### config.mk
export PLATFORM = sky130hd
export DESIGN_NAME = sram_port
export DESIGN_NICKNAME = d
export VERILOG_FILES = /design/src/rtl/sp_pkg.sv /design/src/rtl/sp_decode.sv /design/src/rtl/sp_ptr.sv /design/src/rtl/sp_mode.sv /design/src/rtl/sram_port.sv
export SDC_FILE = /design/constraint.sdc
export NUM_CORES = 1
export LEC_CHECK = 0
export BUFFER_PORTS_ARGS = -buffer_cell sky130_fd_sc_hd__buf_4
export CORE_UTILIZATION = 54
export CTS_CLUSTER_DIAMETER = 40
export DETAILED_ROUTE_END_ITERATION = 10
export GPL_TIMING_DRIVEN = 0
export HOLD_SLACK_MARGIN = 0.08
export PLACE_DENSITY = 0.78
export SLEW_MARGIN = 20
export SYNTH_ARGS = -nofsm -noshare
export SYNTH_HDL_FRONTEND = slang
export SYNTH_SLANG_ARGS = --single-unit
### constraint.sdc
create_clock -name clk -period 2.3 [get_ports clk]
set_input_delay 0.345 -clock clk [delete_from_list [all_inputs] [get_ports clk]]
set_output_delay 0.345 -clock clk [all_outputs]
set_load 0.005 [all_outputs]
### src/rtl/sp_pkg.sv
package sp_pkg;

    typedef enum logic [1:0] {
        ACC_EVEN = 2'd0,
        ACC_ODD  = 2'd1,
        ACC_WORD = 2'd2
    } acc_e;

    typedef enum logic [1:0] {
        ST_IDLE = 2'd0,
        ST_LO   = 2'd1,
        ST_HI   = 2'd2,
        ST_DONE = 2'd3
    } st_e;

    typedef struct packed {
        acc_e kind;
        logic split_hint;
    } acc_t;

    localparam logic PORT_PTR  = 1'b0;
    localparam logic PORT_DATA = 1'b1;

    function automatic acc_t classify(input logic a0, input logic hbe, input logic io16);
        acc_t r;
        r.split_hint = 1'b0;
        if (a0)
            r.kind = ACC_ODD;
        else if (hbe && io16)
            r.kind = ACC_WORD;
        else begin
            r.kind       = ACC_EVEN;
            r.split_hint = hbe;
        end
        return r;
    endfunction

endpackage

### src/rtl/sp_decode.sv
module sp_decode
    import sp_pkg::*;
(
    input  logic a0,
    input  logic hbe,
    input  logic io16_en,
    output acc_t acc
);
    always_comb acc = classify(a0, hbe, io16_en);
endmodule

### src/rtl/sp_ptr.sv
module sp_ptr #(
    parameter int ADDR_W = 16
) (
    input  logic              clk,
    input  logic              rst,
    input  logic              load_en,
    input  logic [ADDR_W-1:0] load_val,
    input  logic              stage_en,
    input  logic [7:0]        stage_val,
    input  logic              inc_en,
    input  logic [1:0]        inc_amt,
    output logic [ADDR_W-1:0] ptr,
    output logic [7:0]        stage
);
    always_ff @(posedge clk) begin
        if (rst) begin
            ptr   <= '0;
            stage <= '0;
        end else begin
            if (load_en)
                ptr <= load_val;
            else if (inc_en)
                ptr <= ptr + ADDR_W'(inc_amt);
            if (stage_en)
                stage <= stage_val;
        end
    end
endmodule

### src/rtl/sp_mode.sv
module sp_mode (
    input  logic clk,
    input  logic rst,
    input  logic hbe_seen,
    input  logic pair_set,
    input  logic pair_clr,
    input  logic split_set,
    input  logic split_clr,
    input  logic err_set,
    output logic bus16,
    output logic pair_pend,
    output logic split_pend,
    output logic err
);
    always_ff @(posedge clk) begin
        if (rst) begin
            bus16      <= 1'b0;
            pair_pend  <= 1'b0;
            split_pend <= 1'b0;
            err        <= 1'b0;
        end else begin
            if (hbe_seen)  bus16 <= 1'b1;
            if (err_set)   err   <= 1'b1;
            if (pair_set)       pair_pend <= 1'b1;
            else if (pair_clr)  pair_pend <= 1'b0;
            if (split_set)      split_pend <= 1'b1;
            else if (split_clr) split_pend <= 1'b0;
        end
    end
endmodule

### src/rtl/sram_port.sv
module sram_port
    import sp_pkg::*;
#(
    parameter int ADDR_W = 16
) (
    input  logic              clk,
    input  logic              rst,
    input  logic              io16_en,
    input  logic              host_req,
    input  logic              host_port,
    input  logic              host_we,
    input  logic              host_a0,
    input  logic              host_hbe,
    input  logic [15:0]       host_wdata,
    output logic [15:0]       host_rdata,
    output logic              host_ready,
    output logic              host_done,
    output logic              mem16_resp,
    output logic              bus16,
    output logic              err_flag,
    output logic              sram_req,
    output logic              sram_we,
    output logic [ADDR_W-1:0] sram_addr,
    output logic [7:0]        sram_wdata,
    input  logic [7:0]        sram_rdata,
    input  logic              sram_ack
);
    localparam int HOST_W = 16;

    st_e               state;
    acc_t              acc;
    logic [ADDR_W-1:0] ptr, base_q;
    logic [7:0]        stage;
    logic [15:0]       wdata_q, rdata_q, ptr_rd, ptr16;
    logic              word_q, hi_lane_q, we_q, skip_q;
    logic              pair_pend, split_pend;
    logic              idle_req, ptr_req, data_req, busy;
    logic              load_now, final_ack, odd_ok;
    logic [ADDR_W-1:0] load_val;

    sp_decode u_dec (
        .a0(host_a0), .hbe(host_hbe), .io16_en(io16_en), .acc(acc)
    );

    assign idle_req = host_req && (state == ST_IDLE);
    assign ptr_req  = idle_req && (host_port == PORT_PTR);
    assign data_req = idle_req && (host_port == PORT_DATA);
    assign busy     = (state == ST_LO) || (state == ST_HI);
    assign odd_ok   = (host_port == PORT_PTR) ? pair_pend : split_pend;
    assign ptr16    = HOST_W'(ptr);

    always_comb begin
        load_now = 1'b0;
        if (host_req && host_port == PORT_PTR && host_we) begin
            if (state == ST_IDLE)
                load_now = (acc.kind == ACC_WORD) || (acc.kind == ACC_ODD && pair_pend);
            else if (busy)
                load_now = (acc.kind == ACC_WORD);
        end
        load_val = (acc.kind == ACC_WORD) ? ADDR_W'(host_wdata)
                                          : ADDR_W'({host_wdata[15:8], stage});
        case (acc.kind)
            ACC_WORD: ptr_rd = ptr16;
            ACC_EVEN: ptr_rd = {8'h00, ptr16[7:0]};
            default:  ptr_rd = pair_pend ? {ptr16[15:8], 8'h00} : 16'h0000;
        endcase
    end

    assign final_ack = sram_ack && ((state == ST_LO && !word_q) || state == ST_HI);

    sp_ptr #(.ADDR_W(ADDR_W)) u_ptr (
        .clk(clk), .rst(rst),
        .load_en(load_now), .load_val(load_val),
        .stage_en(ptr_req && host_we && acc.kind == ACC_EVEN),
        .stage_val(host_wdata[7:0]),
        .inc_en(final_ack && !skip_q && !load_now),
        .inc_amt(word_q ? 2'd2 : 2'd1),
        .ptr(ptr), .stage(stage)
    );

    sp_mode u_mode (
        .clk(clk), .rst(rst),
        .hbe_seen(host_req && host_hbe),
        .pair_set(ptr_req && acc.kind == ACC_EVEN),
        .pair_clr(ptr_req && acc.kind != ACC_EVEN),
        .split_set(data_req && acc.kind == ACC_EVEN && acc.split_hint),
        .split_clr(data_req && !(acc.kind == ACC_EVEN && acc.split_hint)),
        .err_set(idle_req && acc.kind == ACC_ODD && !odd_ok),
        .bus16(bus16), .pair_pend(pair_pend), .split_pend(split_pend), .err(err_flag)
    );

    always_ff @(posedge clk) begin
        if (rst) begin
            state     <= ST_IDLE;
            base_q    <= '0;
            wdata_q   <= '0;
            rdata_q   <= '0;
            word_q    <= 1'b0;
            hi_lane_q <= 1'b0;
            we_q      <= 1'b0;
            skip_q    <= 1'b0;
        end else begin
            case (state)
                ST_IDLE: begin
                    skip_q <= 1'b0;
                    if (host_req) begin
                        rdata_q   <= '0;
                        word_q    <= (acc.kind == ACC_WORD);
                        hi_lane_q <= (acc.kind == ACC_ODD);
                        we_q      <= host_we;
                        wdata_q   <= host_wdata;
                        base_q    <= ptr;
                        if (host_port == PORT_PTR) begin
                            state <= ST_DONE;
                            if (!host_we) rdata_q <= ptr_rd;
                        end else if (acc.kind == ACC_ODD && !split_pend)
                            state <= ST_DONE;
                        else
                            state <= ST_LO;
                    end
                end
                ST_LO: begin
                    if (load_now) skip_q <= 1'b1;
                    if (sram_ack) begin
                        if (hi_lane_q) rdata_q[15:8] <= sram_rdata;
                        else           rdata_q[7:0]  <= sram_rdata;
                        state <= word_q ? ST_HI : ST_DONE;
                    end
                end
                ST_HI: begin
                    if (load_now) skip_q <= 1'b1;
                    if (sram_ack) begin
                        rdata_q[15:8] <= sram_rdata;
                        state         <= ST_DONE;
                    end
                end
                default: state <= ST_IDLE;
            endcase
        end
    end

    assign host_ready = (state == ST_IDLE);
    assign host_done  = (state == ST_DONE);
    assign host_rdata = rdata_q;
    assign mem16_resp = host_done && word_q;
    assign sram_req   = busy;
    assign sram_we    = we_q;
    assign sram_addr  = (state == ST_HI) ? base_q + ADDR_W'(1) : base_q;
    assign sram_wdata = (state == ST_HI || hi_lane_q) ? wdata_q[15:8] : wdata_q[7:0];
endmodule

* After elaboration in Yosys (flattened, before gate mapping)
Cells that the tools add are included.
** Storage, ports and cells
- Flip-flop bits (word level) :: 82
- Latch bits :: 0
- RAM bits :: 0
- ROM bits :: 0
- Input bits :: 33
- Output and inout port bits :: 47
- Word-level logic and storage cells :: 116
- Memories :: 0
** Cells by class
- Add/sub/neg operators :: 2
- Multipliers :: 0
- Div/mod/pow operators :: 0
- $lt $le $gt $ge :: 0
- Eq/ne operators :: 11
- Shifts and indexed selects :: 0
- Muxes and demuxes :: 38
- Bitwise logic cells :: 1
- Reductions and logical operators :: 49
** Operator list (number)
- $mux W16 :: 8
- $mux W8 :: 5
- $pmux W16 S2 :: 1
- $logic_and A1 B1 Y1 :: 24
- $pmux W8 S3 :: 1
- $add A16 B1 Y16 const B :: 1
- $add A16 B2 Y16 :: 1
- $mux W2 :: 8
- $pmux W8 S2 :: 1
- $mux W1 :: 12
- $reduce_bool A2 Y1 :: 6
- $ne A2 B2 Y1 const B :: 5
- $eq A2 B2 Y1 const B :: 3
- $logic_not A1 Y1 :: 6
- $pmux W2 S3 :: 1
- $reduce_and A5 Y1 :: 1
- $eq A2 B1 Y1 const B :: 2
- $logic_not A2 Y1 :: 2
- $logic_or A1 B1 Y1 :: 4
- $reduce_and A2 Y1 :: 2
- $reduce_and A4 Y1 :: 1
- $reduce_and A3 Y1 :: 1
- $reduce_bool A3 Y1 :: 1
- $ne A2 B1 Y1 const B :: 1
- other kinds (3) :: 3

* Depth between registers and ports, before layout
Gate-level depths: netlist (run 1).
- Depth after elaboration :: 12
- Mapped depth :: 10

* Modules after synthesis
From an unflattened synthesis (run 1), not the netlist that was laid out.
** Second synthesis, totals
- Cell total of the unflattened synthesis :: 526
- Area total of the unflattened synthesis :: 4371.7 µm²
** Modules (own cells, without submodules)
- sram_port :: times used 1, cells each 360, area each 2854.0 µm²
- sp_ptr :: times used 1, cells each 149, area each 1363.8 µm²
- sp_mode :: times used 1, cells each 14, area each 125.1 µm²
- sp_decode :: times used 1, cells each 3, area each 28.8 µm²

* Worst setup path after synthesis (run 1)
Ideal clock, no wire load.
- Kind :: register to register
- From :: register word_q
- To :: register u_ptr.ptr[10]
- Setup time :: 0.091 ns
- Arrival time :: 2.042 ns
- Slack :: 0.167 ns
- Cell stages (with the launch flop) :: 9
- Buffers on the path :: 0
- Period minus slack after synthesis :: 2.133 ns
- Cell sequence :: dfxtp_1 > inv_1 > ha_1 > inv_1 > fa_1 > nor3b_2 > o21ai_1 > or3_2 > a311oi_1
** Between the ends
- Word-level cells in the longest chain between the ends :: 7
- Elaborated cells on any way between the ends :: 11
- Classes of those cells :: 1 x add/sub; 3 x mux; 7 x reduce/logical
** RTL lines
- from (decl) :: line sram_port.sv:35 : logic word_q, hi_lane_q, we_q, skip_q;
- from (signal assigned) :: line sram_port.sv:108 : word_q <= (acc.kind == ACC_WORD);
- branches (longest 7 deep; another with $add A16 B2 Y16)
- to (signal assigned) :: line sp_ptr.sv:21 : ptr <= load_val;
- to (signal assigned) :: line sp_ptr.sv:23 : ptr <= ptr + ADDR_W'(inc_amt);
- to (decl) :: line sp_ptr.sv:12 : output logic [ADDR_W-1:0] ptr,
Several ways; the timed one is not identified. The select of a mux whose other input is x is not followed.
A chain may end at the register's enable or synchronous reset.

* Worst setup path after layout (run 1)
- From :: register word_q
- To :: register u_ptr.ptr[12]
Same word-level chain as after synthesis.

==> results of run 1 <==
[cell families after synthesis]
family,Yosys count,share of synthesized area [%]
and+or+nand+nor,191,22.2
AOI/OAI and AO/OA,113,19.1
DFF,82,39.8
buffers and inverters,48,5.16
muxes,28,7.29
xor gates and xnor gates,18,3.83
adders and majority gates,8,2.61
[cells in the final DEF, fill, tap and decap left out, types with 2 or more instances in the layout]
cell type   instances
or4_1               5
o211ai_1            2
o31ai_1             6
xor2_1              8
a311oi_1            9
nand4_1             6
o2111ai_1           2
buf_4              88
or3_1               5
clkbuf_1           16
o21ai_0             9
clkbuf_8            9
clkbuf_2            3
mux2i_1            12
a21o_1              2
nor2b_1             4
a221oi_1            8
inv_1              14
inv_8               2
and3_1              2
a22oi_1             8
xnor2_1            10
nand2b_1            3
dfxtp_2             3
nand2_1            81
nand3_1             9
dfxtp_1            79
buf_6               3
nor2_1             33
mux2_2             16
ha_1                5
nor3_1             27
buf_2               4
buf_1               3
a211oi_1           12
a21oi_1            42
a311oi_2            2
clkinvlp_4          2
or3_2               2
[registers in the layout, summed over array words and instances, names as in the netlist, 2 cells and up]
signal       count
u_ptr.ptr       16
host_rdata      16
wdata_q         16
state            2
base_q          16
u_ptr.stage      8
[routing by layer]
layer | wire, um | GRT usage [%] | vias to the layer above | part of all wire [%]
met5 | 0 | 0 | - | 0
met4 | 646 | 16.5 | 0 | 5.3
met3 | 980 | 5.63 | 54 | 8.0
met2 | 5760 | 49.8 | 205 | 47
met1 | 4810 | 37.8 | 1976 | 39
li1 | - | - | 1958 | -
[worst max path at each step]
stage | startpoint | cells after the start | to
CTS | word_q | 8 | u_ptr.ptr[12]
detailed placement | state[0] | 7 | sram_wdata[1]
floorplan | word_q | 8 | u_ptr.ptr[10]
global placement | state[0] | 7 | sram_wdata[1]
global route | word_q | 8 | u_ptr.ptr[12]
finish | word_q | 8 | u_ptr.ptr[12]
[area by class of cell]
cell class,count,area share (%)
Timing Repair Buffer,88,12.8
Sequential cell,82,31.4
Clock buffer,9,2.36
Buffer,32,3.25
Clock inverter,7,1.62
Multi-Input combinational cell,359,45.1
Tap cell,99,2.36
Inverter,15,1.07
[worst reg2reg max path, delay by kind of cell, from the launching register on]
family                     cells  cell delay (ps)
adders and majority gates      2              560
AOI/OAI and AO/OA              2              410
DFF                            1              360
buffers and inverters          2              180
and+or+nand+nor                2              710
[power by group through the flow]
stage,clock network [mW],registers (mW),logic [mW]
floorplan,0,1.80,1.13
global placement,0,1.81,1.75
detailed placement,0,1.82,1.79
CTS,1.11,1.79,1.91
global route,1.18,1.82,2.19
finish,1.11,1.80,2.01
[what timing repair did]
item / 4_1_cts / 5_1_grt
gates resized for setup: 16 / 13
endpoints found under the setup margin: 35 / 36
pin swaps: 3 / 4
setup buffers: 2 / 9
cloned: 0 / 1
hold buffers: 0 / 0
[through the flow]
step	setup TNS, ps	area (um^2)	total power [mW]
5_1_grt	-206	5240	5.20
2_1_floorplan	0	4120	2.93
6_report	0	5240	4.92
3_3_place_gp	-3460	4820	3.56
3_5_place_dp	-4640	4820	3.61
4_1_cts	0	5130	4.81
==> impl_metrics.csv, run 1 <==
group,metric,value,unit
worst_setup_path,required,2570,ps
sta,rsz0062_at_grt,"true",
die,core,7330,um^2
drt,wl_per_cell,17.7,um
clock_tree,tritoncts_num_sinks,82,
drt,drt-initial-drc-count,400,
yosys,synth_largest_area_cell,"dfxtp_1",
pwr,p_sw,1.85,mW
worst_setup_path,crit_chain,"inv_2 > ha_1 > inv_1 > fa_2 > nor3b_4 > o21ai_4 > or4_1 > a311oi_2",
die,std_cell_rows,31,
yosys,ys_seq_area_share,39.8,%
layout,nets,628,
yosys,syn_avg_cell_area,8.45,um^2
die,die_w,89.4,um
layout,regArea,1650,um^2
die,die_area,7990,um^2
worst_setup_path,cp_max_fo,5,
sta,fmax,437,MHz
worst_setup_path,cp_num_buf_inv,2,
sta,hold_viol,0,
sta,layout_setup_ws,10.9,ps
place,dp_slack,-393,ps
die,start_util,56.2,%
clock_tree,insertion_delay,360,ps
worst_setup_path,crit_type,"reg -> reg",
yosys,postSynthNetCount,529,
drt,ant_nets,0,
pwr,comb_power_share,41.0,%
pwr,ir_drop,0.547,mV
clock_tree,htreeDepth,3,
pwr,swShare,37.7,%
yosys,synthMostInstantiatedCell,"dfxtp_1",
yosys,syn_inst,488,
worst_setup_path,max_stage_delay,440,ps
grt,antenna_found_initial,0,
yosys,syn_area,4120,um^2
worst_setup_path,reg2reg_from,"word_q",
pwr,power.share.clock,22.5,%
yosys,ys_ff_latch,82,
clock_tree,path_clk_slew,90,ps
worst_setup_path,critPathSlowestCell,"or4_1",
clock_tree,cts_buffer_depth,2,
worst_setup_path,rrSetupSlack,10,ps
sta,slew_headroom,55.8,%
worst_setup_path,crit_family,"simple AND/OR/NAND/NOR gates",
layout,drive_gt1_share,27.0,%
grt,grt_pass1_vias,3684,
layout,area_growth,27.2,%
pwr,p_leak,2.03,nW
place,io_buffers,77,
hold_path,hold-path-cell-count,3,
layout,multi_input_area,2360,um^2
sta,worstMarginPinSlew,662,ps
layout,antenna_cells,0,
yosys,synth_area_leaders,"dfxtp_1 (40%), nand2_1 (7.4%), a21oi_1 (5.2%)",
die,boundaryPins,80,
sta,hold_ws,235,ps
hold_path,hp-class,"in -> reg",
worst_setup_path,startpoint_type,"flop",
sta,finClkSkew,11.4,ps
drt,routed_wl,12200,um
clock_tree,cts_tree,"yes",
yosys,async_flop_share,0,%
layout,instances_no_fill,691,
yosys,ys.flop_type,"dfxtp_1",
drt,dr.pass1.iters,5,
worst_setup_path,cp-end-kind,"flop",
worst_setup_path,crit_arrival,2560,ps
drt,vias_per_cell,6.07,
place,finalWeightedCongestion,0.858,
worst_setup_path,r2r_end,"u_ptr.ptr[12]",
clock_tree,cts_buffers,9,
layout,fillers,579,
layout,final_util,71.5,%
yosys,ys_types,54,
sta,final_max_slew_viol_count,0,
clock_tree,cts-root-buf,"clkbuf_8",
pwr,p_per_area,939,nW/um^2
sta,period_needed,2290,ps
yosys,synth_edf_count,0,
place,dp_hpwl,8820,um
yosys,synth_warnings,0,
hold_path,hp-start,"host_wdata[14]",
hold_path,whs_endpoint,"wdata_q[14]",
grt,grt_overflow,0,
sta,finalSetupViolCount,0,
worst_setup_path,r2r_cells,8,
job,maxCapViolCount,0,
drt,drc_errors,0,
pwr,p_seq_share,36.5,%
yosys,netlist_top_cells_count,"dfxtp_1 (82), nand2_1 (81), a21oi_1 (43), nor2_1 (34), nor3_1 (28)",
sta,fin_crit_sh,99.5,%
yosys,synth_top_cell_area_share,39.8,%
grt,grt_use_total,30.3,%
die,die_h,89.4,um
grt,grt_max_degree,17,
outcome,status,"finished clean",
place,dp_cells,664,
drt,num_vias,4193,
grt,grt_pass1_wl,17900,um
pwr,p_int,3.07,mW
(Power assumes the default switching activity.)
==> run 2: changes to the inputs <==
--- a/config.mk
+++ b/config.mk
@@ -9,7 +9,8 @@
 export CORE_UTILIZATION = 54
 export CTS_CLUSTER_DIAMETER = 40
 export DETAILED_ROUTE_END_ITERATION = 10
-export GPL_TIMING_DRIVEN = 0
+export GPL_ROUTABILITY_DRIVEN = 0
+export GPL_TIMING_DRIVEN = 1
 export HOLD_SLACK_MARGIN = 0.08
 export PLACE_DENSITY = 0.78
 export SLEW_MARGIN = 20
==> impl_metrics.csv, run 2 (synthesis gave the netlist of run 1 again) <==
group,metric,value,unit
die,std_cell_rows,31,
sta,period_needed,2240,ps
drt,routed_wl,11600,um
clock_tree,path_clk_slew,90,ps
place,io_buffers,79,
drt,dr.pass1.iters,5,
die,start_util,56.2,%
clock_tree,insertion_delay,370,ps
drt,ant_nets,0,
layout,fillers,587,
sta,hold_viol,0,
drt,drt-initial-drc-count,362,
sta,fin_crit_sh,97.4,%
worst_setup_path,crit_type,"reg -> out",
pwr,p_per_area,937,nW/um^2
drt,wl_per_cell,17.2,um
die,boundaryPins,80,
outcome,status,"finished clean",
layout,antenna_cells,0,
sta,slew_headroom,44.4,%
layout,layout_commonest_cell,"buf_4",
place,dp_hpwl,8190,um
drt,vias_per_cell,6.11,
clock_tree,cts-root-buf,"clkbuf_8",
worst_setup_path,crit_chain,"inv_1 > ha_4 > buf_4 > nor2_2 > buf_4 > mux2_2 > buf_4",
grt,grt_use_total,29.1,%
drt,drc_errors,0,
grt,grt_overflow,0,
sta,fmax,446,MHz
die,die_area,7990,um^2
worst_setup_path,max_stage_delay,350,ps
sta,finalSetupViolCount,0,
die,die_w,89.4,um
grt,grt_max_degree,83,
hold_path,hp-class,"in -> reg",
clock_tree,cts_buffer_depth,2,
clock_tree,cts_buffers,9,
clock_tree,cts_tree,"yes",
worst_setup_path,required,1960,ps
worst_setup_path,cp_max_fo,8,
clock_tree,tritoncts_num_sinks,82,
layout,nets,612,
grt,grt_pass1_wl,17400,um
place,place_area,4830,um^2
grt,antenna_found_initial,0,
worst_setup_path,cp-end-kind,"output port",
layout,instances_no_fill,675,
sta,worstMarginPinSlew,834,ps
place,dp_cells,653,
layout,area_growth,24.8,%
worst_setup_path,crit_arrival,1900,ps
grt,grt_pass1_vias,3519,
layout,mostFrequentLayoutCells,"buf_4 (104), nand2_1 (81), dfxtp_1 (77), a21oi_1 (43), nor2_1 (33)",
worst_setup_path,critPathSlowestCell,"mux2_2",
clock_tree,htreeDepth,3,
layout,drive_gt1_share,27.8,%
die,die_h,89.4,um
sta,final_max_slew_viol_count,0,
layout,final_area,5140,um^2
sta,finClkSkew,17.0,ps
die,core,7330,um^2
worst_setup_path,crit_top_cell,"buf_4",
worst_setup_path,cp_num_buf_inv,4,
pwr,ir_drop,0.422,mV
drt,num_vias,4122,
job,maxCapViolCount,0,
clock_tree,cts.hold.buffers_added,0,
worst_setup_path,crit_family,"buffers and inverters",
worst_setup_path,startpoint_type,"flop",
pwr,p_leak,2.03,nW
## run 2: changes by cell type in the layout (fill, tap and decap cells not counted), sizes merged
cell    before  now
inv         18   17
clkbuf      29   10
buf        100  105
o21ai       11   10
## run 2: power breakdown
| part | switching [mW] | internal (mW) |
|---|---|---|
| Clock | 0.562 | 0.540 |
| Combinational | 1.05 | 0.879 |
| Sequential | 0.143 | 1.64 |
| Total | 1.76 | 3.06 |
## run 2: worst reg2reg max path: cells and delay by family, from the launching register on
kind            cells  cell delay (ps)
compound gates      2              390
fa+ha+maj           2              500
buf+inv             3              270
flops               1              360
simple gates        2              610
## run 2: per-stage QoR
stage	setup WS (ps)	setup TNS (ps)	power (mW)	hold slack, ps	utilization, %
2_1_floorplan	167	0	2.93	433	-
3_3_place_gp	86.7	0	3.61	440	65.9
3_5_place_dp	-62.7	-137	3.68	449	65.9
4_1_cts	16.5	0	4.80	227	69.2
5_1_grt	-2.96	-2.96	5.09	238	70.2
6_report	59.6	0	4.82	234	70.2
## run 2: cell type report
class | count | area (um^2) | area share [%]
flip-flops and latches | 82 | 1650 | 32.1
clock inverters | 6 | 71.3 | 1.39
inverters | 15 | 58.8 | 1.14
clock buffers | 10 | 138 | 2.68
well taps | 99 | 124 | 2.41
multi-input cells | 358 | 2300 | 44.7
repair buffers | 105 | 801 | 15.6
## run 2: timing repair
item | 4_1_cts | 5_1_grt
endpoints found under the setup margin | 19 | 17
setup buffers | 2 | 4
pin swaps | 1 | 4
resized for setup | 4 | 12
endpoints found under the hold margin | 0 | 0
## run 2: layer usage
metal	GRT usage [%]	up-vias	wire length, um
met3	5.17	50	874
met4	11.8	0	449
li1	-	1917	-
met1	36.3	1954	4600
met5	0	-	0
met2	49.5	201	5680
## run 2: worst paths after layout
path / start / endpoint / slack [ps] / cells past startpoint
worst max register to register: word_q / u_ptr.ptr[10] / 70 / 9
worst min-delay path: host_wdata[3] / u_ptr.stage[3] / 230 / 3
worst min register to register: sram_we / sram_we / 460 / 2
worst max-delay path: state[0] / sram_wdata[5] / 60 / 7
